## src/rtl/record_drain_pkg.sv

```systemverilog
package record_drain_pkg;
   typedef enum logic [2:0] {
      ST_IDLE,
      ST_LOCK,
      ST_READ_ADDR,
      ST_LOAD_WORD,
      ST_SEND_BYTES,
      ST_DONE
   } drain_state_t;
endpackage

```

## src/rtl/record_drain_arm.sv

```systemverilog
module record_drain_arm (
   input  logic clk,
   input  logic rst,
   input  logic rdy_i,
   input  logic take_i,
   output logic start_o
);
   logic armed_q;

   always_ff @(posedge clk) begin
      if (rst)
         armed_q <= 1'b0;
      else if (!rdy_i)
         armed_q <= 1'b1;
      else if (take_i)
         armed_q <= 1'b0;
   end

   assign start_o = armed_q & rdy_i;
endmodule

```

## src/rtl/record_drain_ser.sv

```systemverilog
module record_drain_ser #(
   parameter int REC_W     = 48,
   parameter int BYTE_W    = 8,
   parameter bit MSB_FIRST = 1'b1
) (
   input  logic              clk,
   input  logic              rst,
   input  logic              load_i,
   input  logic [REC_W-1:0]  data_i,
   input  logic              adv_i,
   output logic [BYTE_W-1:0] byte_o,
   output logic              last_o
);
   localparam int NBYTES = REC_W / BYTE_W;
   localparam int IDX_W  = (NBYTES > 1) ? $clog2(NBYTES) : 1;

   logic [REC_W-1:0] sreg_q;
   logic [IDX_W-1:0] idx_q;

   assign last_o = (idx_q == IDX_W'(NBYTES - 1));

   always_ff @(posedge clk) begin
      if (rst)
         idx_q <= '0;
      else if (load_i)
         idx_q <= '0;
      else if (adv_i)
         idx_q <= last_o ? '0 : idx_q + 1'b1;
   end

   generate
      if (MSB_FIRST) begin : g_msb
         assign byte_o = sreg_q[REC_W-1 -: BYTE_W];
         always_ff @(posedge clk) begin
            if (rst)         sreg_q <= '0;
            else if (load_i) sreg_q <= data_i;
            else if (adv_i)  sreg_q <= sreg_q << BYTE_W;
         end
      end else begin : g_lsb
         assign byte_o = sreg_q[BYTE_W-1:0];
         always_ff @(posedge clk) begin
            if (rst)         sreg_q <= '0;
            else if (load_i) sreg_q <= data_i;
            else if (adv_i)  sreg_q <= sreg_q >> BYTE_W;
         end
      end
   endgenerate
endmodule

```

## src/rtl/record_drain.sv

```systemverilog
module record_drain
   import record_drain_pkg::*;
#(
   parameter int LABEL_W   = 8,
   parameter int COORD_W   = 10,
   parameter int NUM_COORD = 4,
   parameter int BYTE_W    = 8,
   parameter int ADDR_W    = 7,
   parameter bit MSB_FIRST = 1'b1,
   localparam int REC_W    = LABEL_W + NUM_COORD * COORD_W
) (
   input  logic              clk,
   input  logic              rst,
   input  logic              rdy_i,
   input  logic [ADDR_W-1:0] count_i,
   input  logic [REC_W-1:0]  rd_data_i,
   input  logic              full_i,
   output logic              lock_o,
   output logic [ADDR_W-1:0] rd_addr_o,
   output logic [BYTE_W-1:0] byte_o,
   output logic              wr_o
);
   generate
      if (REC_W % BYTE_W != 0) begin : g_bad_pack
         $error("record width must be a whole number of bytes");
      end
      if (ADDR_W < 1) begin : g_bad_addr
         $error("address width must be at least 1");
      end
   endgenerate

   drain_state_t      state_q;
   logic [ADDR_W-1:0] addr_q;
   logic [ADDR_W-1:0] cnt_q;
   logic              start;
   logic              go;
   logic              accept;
   logic              last_byte;
   logic              last_rec;

   assign go       = start && (state_q == ST_IDLE);
   assign wr_o     = (state_q == ST_SEND_BYTES);
   assign accept   = wr_o && !full_i;
   assign last_rec = ((addr_q + ADDR_W'(1)) == cnt_q);
   assign lock_o   = (state_q == ST_LOCK) || (state_q == ST_READ_ADDR) ||
                     (state_q == ST_LOAD_WORD) || (state_q == ST_SEND_BYTES);
   assign rd_addr_o = addr_q;

   record_drain_arm u_arm (
      .clk     (clk),
      .rst     (rst),
      .rdy_i   (rdy_i),
      .take_i  (go),
      .start_o (start)
   );

   record_drain_ser #(
      .REC_W     (REC_W),
      .BYTE_W    (BYTE_W),
      .MSB_FIRST (MSB_FIRST)
   ) u_ser (
      .clk    (clk),
      .rst    (rst),
      .load_i (state_q == ST_LOAD_WORD),
      .data_i (rd_data_i),
      .adv_i  (accept),
      .byte_o (byte_o),
      .last_o (last_byte)
   );

   always_ff @(posedge clk) begin
      if (rst) begin
         state_q <= ST_IDLE;
         addr_q  <= '0;
         cnt_q   <= '0;
      end else begin
         case (state_q)
            ST_IDLE: begin
               if (go) begin
                  cnt_q   <= count_i;
                  state_q <= ST_LOCK;
               end
            end
            ST_LOCK: begin
               addr_q  <= '0;
               state_q <= (cnt_q == '0) ? ST_DONE : ST_READ_ADDR;
            end
            ST_READ_ADDR: state_q <= ST_LOAD_WORD;
            ST_LOAD_WORD: state_q <= ST_SEND_BYTES;
            ST_SEND_BYTES: begin
               if (accept && last_byte) begin
                  if (last_rec) begin
                     state_q <= ST_DONE;
                  end else begin
                     addr_q  <= addr_q + 1'b1;
                     state_q <= ST_READ_ADDR;
                  end
               end
            end
            ST_DONE: state_q <= ST_IDLE;
            default: state_q <= ST_IDLE;
         endcase
      end
   end
endmodule

```

## config.mk

```make
export PLATFORM = sky130hd
export DESIGN_NAME = record_drain
export DESIGN_NICKNAME = d
export VERILOG_FILES = /design/src/rtl/record_drain_pkg.sv /design/src/rtl/record_drain_arm.sv /design/src/rtl/record_drain_ser.sv /design/src/rtl/record_drain.sv
export SDC_FILE = /design/constraint.sdc
export NUM_CORES = 1
export LEC_CHECK = 0
export ABC_CLOCK_PERIOD_IN_PS = 2960
export BUFFER_PORTS_ARGS = -buffer_cell sky130_fd_sc_hd__buf_4
export CAP_MARGIN = 20
export CORE_MARGIN = 1.5
export CORE_UTILIZATION = 50
export CTS_CLUSTER_DIAMETER = 40
export DETAILED_ROUTE_END_ITERATION = 10
export PLACE_DENSITY_LB_ADDON = 0.2
export REMOVE_ABC_BUFFERS = 1
export SYNTH_ARGS = -nofsm -noshare
export SYNTH_HDL_FRONTEND = slang
export SYNTH_SLANG_ARGS = --single-unit
export TNS_END_PERCENT = 20
```

## constraint.sdc

```tcl
create_clock -name clk -period 2.96 [get_ports clk]
set_clock_uncertainty 0.2 [all_clocks]
set_input_delay 0.444 -clock clk [delete_from_list [all_inputs] [get_ports clk]]
set_output_delay 0.444 -clock clk [all_outputs]
set_load 0.1 [all_outputs]
```

==> impl_metrics.sql <==
INSERT INTO impl_metrics (metric_group, metric, value, unit) VALUES
('pwr', 'ir_worst_vdd', '0.000341', 'V'),
('cells_and_area', 'drive_gt1_frac', '0.237', ''),
('synthesis', 'post_synth_instance_area', '0.00322', 'mm^2'),
('critical_path', 'critPathArrivalTime', '2670', 'ps'),
('die', 'die-width', '83.2', 'um'),
('timing', 'timing.slew.headroom', '0.396', ''),
('die', 'floorplan.rows', '29', ''),
('clocking', 'cts_buffer_depth', '2', ''),
('synthesis', 'ys_warnings', '0', ''),
('cells_and_area', 'flow.area_growth_from_synthesis', '22.6', '%'),
('synthesis', 'synth_largest_type_area_fraction', '0.429', ''),
('die', 'core-area', '0.00628', 'mm^2'),
('timing', 'sum_of_negative_setup_slack', '0', 'ps'),
('route', 'vias_per_cell', '5.42', ''),
('critical_path', 'crit_required', '2980', 'ps'),
('clocking', 'cts.reportedPaths.clkPinSlew', '70', 'ps'),
('die', 'dieArea', '0.00692', 'mm^2'),
('place', 'place_congestion', '0.877', ''),
('place', 'hpwl_after_detailed_placement', '4560', 'um'),
('critical_path', 'crit_path_max_fanout', '7', ''),
('clocking', 'clk_latency', '350', 'ps'),
('timing', 'setup_violations', '0', ''),
('die', 'num_io_pins', '76', ''),
('clocking', 'post_cts_buffers', '0', ''),
('timing', 'report.final.hold_viol_count', '0', ''),
('die', 'fp.dieH', '83.2', 'um'),
('pwr', 'power.net_switching', '493', 'uW'),
('pwr', 'switching_share', '0.255', ''),
('pwr', 'combinationalPowerShare', '0.104', ''),
('worst_hold_path', 'min_path_type', 'input pin to register', ''),
('synthesis', 'postSynth.asyncResetShare', '0', ''),
('grt', 'grt.busiest_layer', 'met2', ''),
('route', 'drc_errors', '0', ''),
('grt', 'congestion_overflow_gr', '0', ''),
('route', 'detailroute.via_count', '2904', ''),
('cells_and_area', 'layout.cell_area.non_filler', '0.00394', 'mm^2'),
('grt', 'gr-usage-all-layers', '0.207', ''),
('route', 'drt-total-wl', '7040', 'um'),
('synthesis', 'synthesis.instances', '402', ''),
('synthesis', 'synth.distinct_cells', '46', ''),
('timing', 'grt_setup_unrepaired', 'no', ''),
('grt', 'grt_start_max_net_pins', '49', ''),
('route', 'detail_route.wl_per_cell', '13.1', 'um'),
('clocking', 'tritoncts_num_sinks', '69', ''),
('timing', 'post-route-period-util', '0.896', ''),
('synthesis', 'yosysSeqAreaShare', '0.429', ''),
('timing', 'max_freq', '377', 'MHz'),
('place', 'numPortBuffers', '75', ''),
('critical_path', 'cp-start-kind', 'register', ''),
('clocking', 'cts_tree', 'built', ''),
('clocking', 'cts_root_buffer', 'sky130_fd_sc_hd__clkbuf_8', ''),
('grt', 'initial_antenna_violation_count', '0', ''),
('run', 'timing.max_cap.violations', '0', ''),
('synthesis', 'synthDominantAreaCellType', 'sky130_fd_sc_hd__dfxtp_1', ''),
('pwr', 'p_leak', '0.00148', 'uW'),
('timing', 'finalWorstPathRequiredPeriod', '2650', 'ps'),
('grt', 'gr-usage-met2', '0.332', ''),
('critical_path', 'crit_end_element', 'register', ''),
('grt', 'grt.met1_usage', '0.265', ''),
('die', 'initial_utilization', '0.512', ''),
('route', 'initialDrtViolationCount', '149', ''),
('synthesis', 'synth-edff-count', '0', ''),
('timing', 'worstMarginPinSlew', '905', 'ps'),
('grt', 'global_route.usage.met3', '0.0577', ''),
('pwr', 'seq_power_share', '0.493', ''),
('clocking', 'h-tree-depth', '3', ''),
('clocking', 'total_of_cells_resized_after_clock_tree_synthesis', '0', ''),
('route', 'drtAntennaViolNets', '0', ''),
('grt', 'via_count_of_the_first_global_routing_pass', '2705', ''),
('status', 'run_status', 'completed', ''),
('pwr', 'power_density', '490', 'mW/mm^2');
[worst max-delay path, cell delays in order, from the launching register on]
cell                        delay [ps]
sky130_fd_sc_hd__dfxtp_1           440
sky130_fd_sc_hd__ha_1              310
sky130_fd_sc_hd__nand3_2           170
sky130_fd_sc_hd__or3_4             430
sky130_fd_sc_hd__a2111oi_4         370
sky130_fd_sc_hd__a31oi_1           270
sky130_fd_sc_hd__a41oi_1           280
sky130_fd_sc_hd__a31oi_1            50
[power groups by stage]
stage          Combinational, uW  Clock (uW)  Sequential (uW)
3_3_place_gp                 200           0              972
3_5_place_dp                 201           0              972
4_1_cts                      201         795              951
6_report                     200         779              951
2_1_floorplan               97.4           0              971
5_1_grt                      215         833              953
[cells in the mapped netlist, types with 2 or more instances]
library cell	n
sky130_fd_sc_hd__nand2b_1	2
sky130_fd_sc_hd__a311oi_1	40
sky130_fd_sc_hd__nand3_1	10
sky130_fd_sc_hd__o21ai_0	2
sky130_fd_sc_hd__a21oi_1	18
sky130_fd_sc_hd__buf_4	9
sky130_fd_sc_hd__o31ai_1	2
sky130_fd_sc_hd__clkbuf_1	20
sky130_fd_sc_hd__dfxtp_1	69
sky130_fd_sc_hd__nor3_1	4
sky130_fd_sc_hd__buf_2	6
sky130_fd_sc_hd__a31oi_1	5
sky130_fd_sc_hd__buf_1	2
sky130_fd_sc_hd__mux2i_1	8
sky130_fd_sc_hd__nor2_1	58
sky130_fd_sc_hd__o21ai_1	6
sky130_fd_sc_hd__nand2_1	98
sky130_fd_sc_hd__inv_1	4
sky130_fd_sc_hd__o22ai_1	2
sky130_fd_sc_hd__xnor2_1	6
sky130_fd_sc_hd__xor2_1	5
sky130_fd_sc_hd__or2_1	2
[layout by cell type, fill, tap and decap left out, types with 2 or more instances in the layout]
master	netlist	layout
sky130_fd_sc_hd__a21oi_1	18	18
sky130_fd_sc_hd__a311oi_1	40	40
sky130_fd_sc_hd__a31oi_1	5	5
sky130_fd_sc_hd__buf_12	0	2
sky130_fd_sc_hd__buf_4	9	78
sky130_fd_sc_hd__clkbuf_8	1	10
sky130_fd_sc_hd__clkinv_2	0	3
sky130_fd_sc_hd__dfxtp_1	69	69
sky130_fd_sc_hd__inv_1	4	4
sky130_fd_sc_hd__mux2i_1	8	8
sky130_fd_sc_hd__nand2_1	98	97
sky130_fd_sc_hd__nand2b_1	2	2
sky130_fd_sc_hd__nand3_1	10	10
sky130_fd_sc_hd__nor2_1	58	57
sky130_fd_sc_hd__nor2_4	1	2
sky130_fd_sc_hd__nor3_1	4	4
sky130_fd_sc_hd__o21ai_0	2	2
sky130_fd_sc_hd__o21ai_1	6	6
sky130_fd_sc_hd__o22ai_1	2	2
sky130_fd_sc_hd__o31ai_1	2	2
sky130_fd_sc_hd__xnor2_1	6	6
sky130_fd_sc_hd__xor2_1	5	5
[worst paths after layout]
check	startpoint	end	slack, ps	cells after the start
setup / recovery	rd_addr_o[0]$_SDFFE_PP0P_	rd_addr_o[3]$_SDFFE_PP0P_	310	7
hold / removal	rdy_i	u_arm.armed_q$_SDFFE_PP0P_	70	2
setup reg to reg	rd_addr_o[0]$_SDFFE_PP0P_	rd_addr_o[3]$_SDFFE_PP0P_	310	7
hold reg to reg	u_ser.sreg_q[2]$_SDFFE_PP0P_	u_ser.sreg_q[2]$_SDFFE_PP0P_	270	2
[metrics by stage]
step | utilization | total power [uW] | worst slack, ps | cells
final | 0.628 | 1930 | 307 | 536
after floorplan | - | 1070 | -306 | 363
after detailed placement | 0.596 | 1170 | 320 | 520
after CTS | 0.628 | 1950 | 317 | 536
after global placement | 0.596 | 1170 | 376 | 520
after global routing | 0.628 | 2000 | 139 | 536
[final cells by class]
cell class | instances | area (um^2)
Tap cell | 77 | 96.3
Timing Repair Buffer | 80 | 626
Fill cell | 580 | 2330
Clock inverter | 6 | 61.3
Sequential cell | 69 | 1380
Multi-Input combinational cell | 289 | 1620
Inverter | 5 | 18.8
Clock buffer | 10 | 138
[per-layer routing]
layer,routed length [um],part of all wire,vias up
met4,107,0.015,0
li1,-,-,1493
met2,3230,0.46,65
met3,374,0.053,8
met1,3330,0.47,1338
met5,0,0,-
[kinds of logic after synthesis]
| group | after synthesis | synth area share |
|---|---|---|
| muxes | 8 | 0.0249 |
| xor gates and xnor gates | 11 | 0.0299 |
| AOI/OAI and AO/OA | 80 | 0.191 |
| and+or+nand+nor | 189 | 0.252 |
| adders and majority gates | 1 | 0.00389 |
| DFF | 69 | 0.429 |
| buffers and inverters | 44 | 0.0696 |
[flip-flops by register name, indices dropped and copies added (netlist names)]
name,count
u_ser.idx_q,3
cnt_q,7
u_arm.armed_q,1
u_ser.sreg_q,48
state_q,3
rd_addr_o,7
Note: power is estimated with default switching activity, not from simulation.
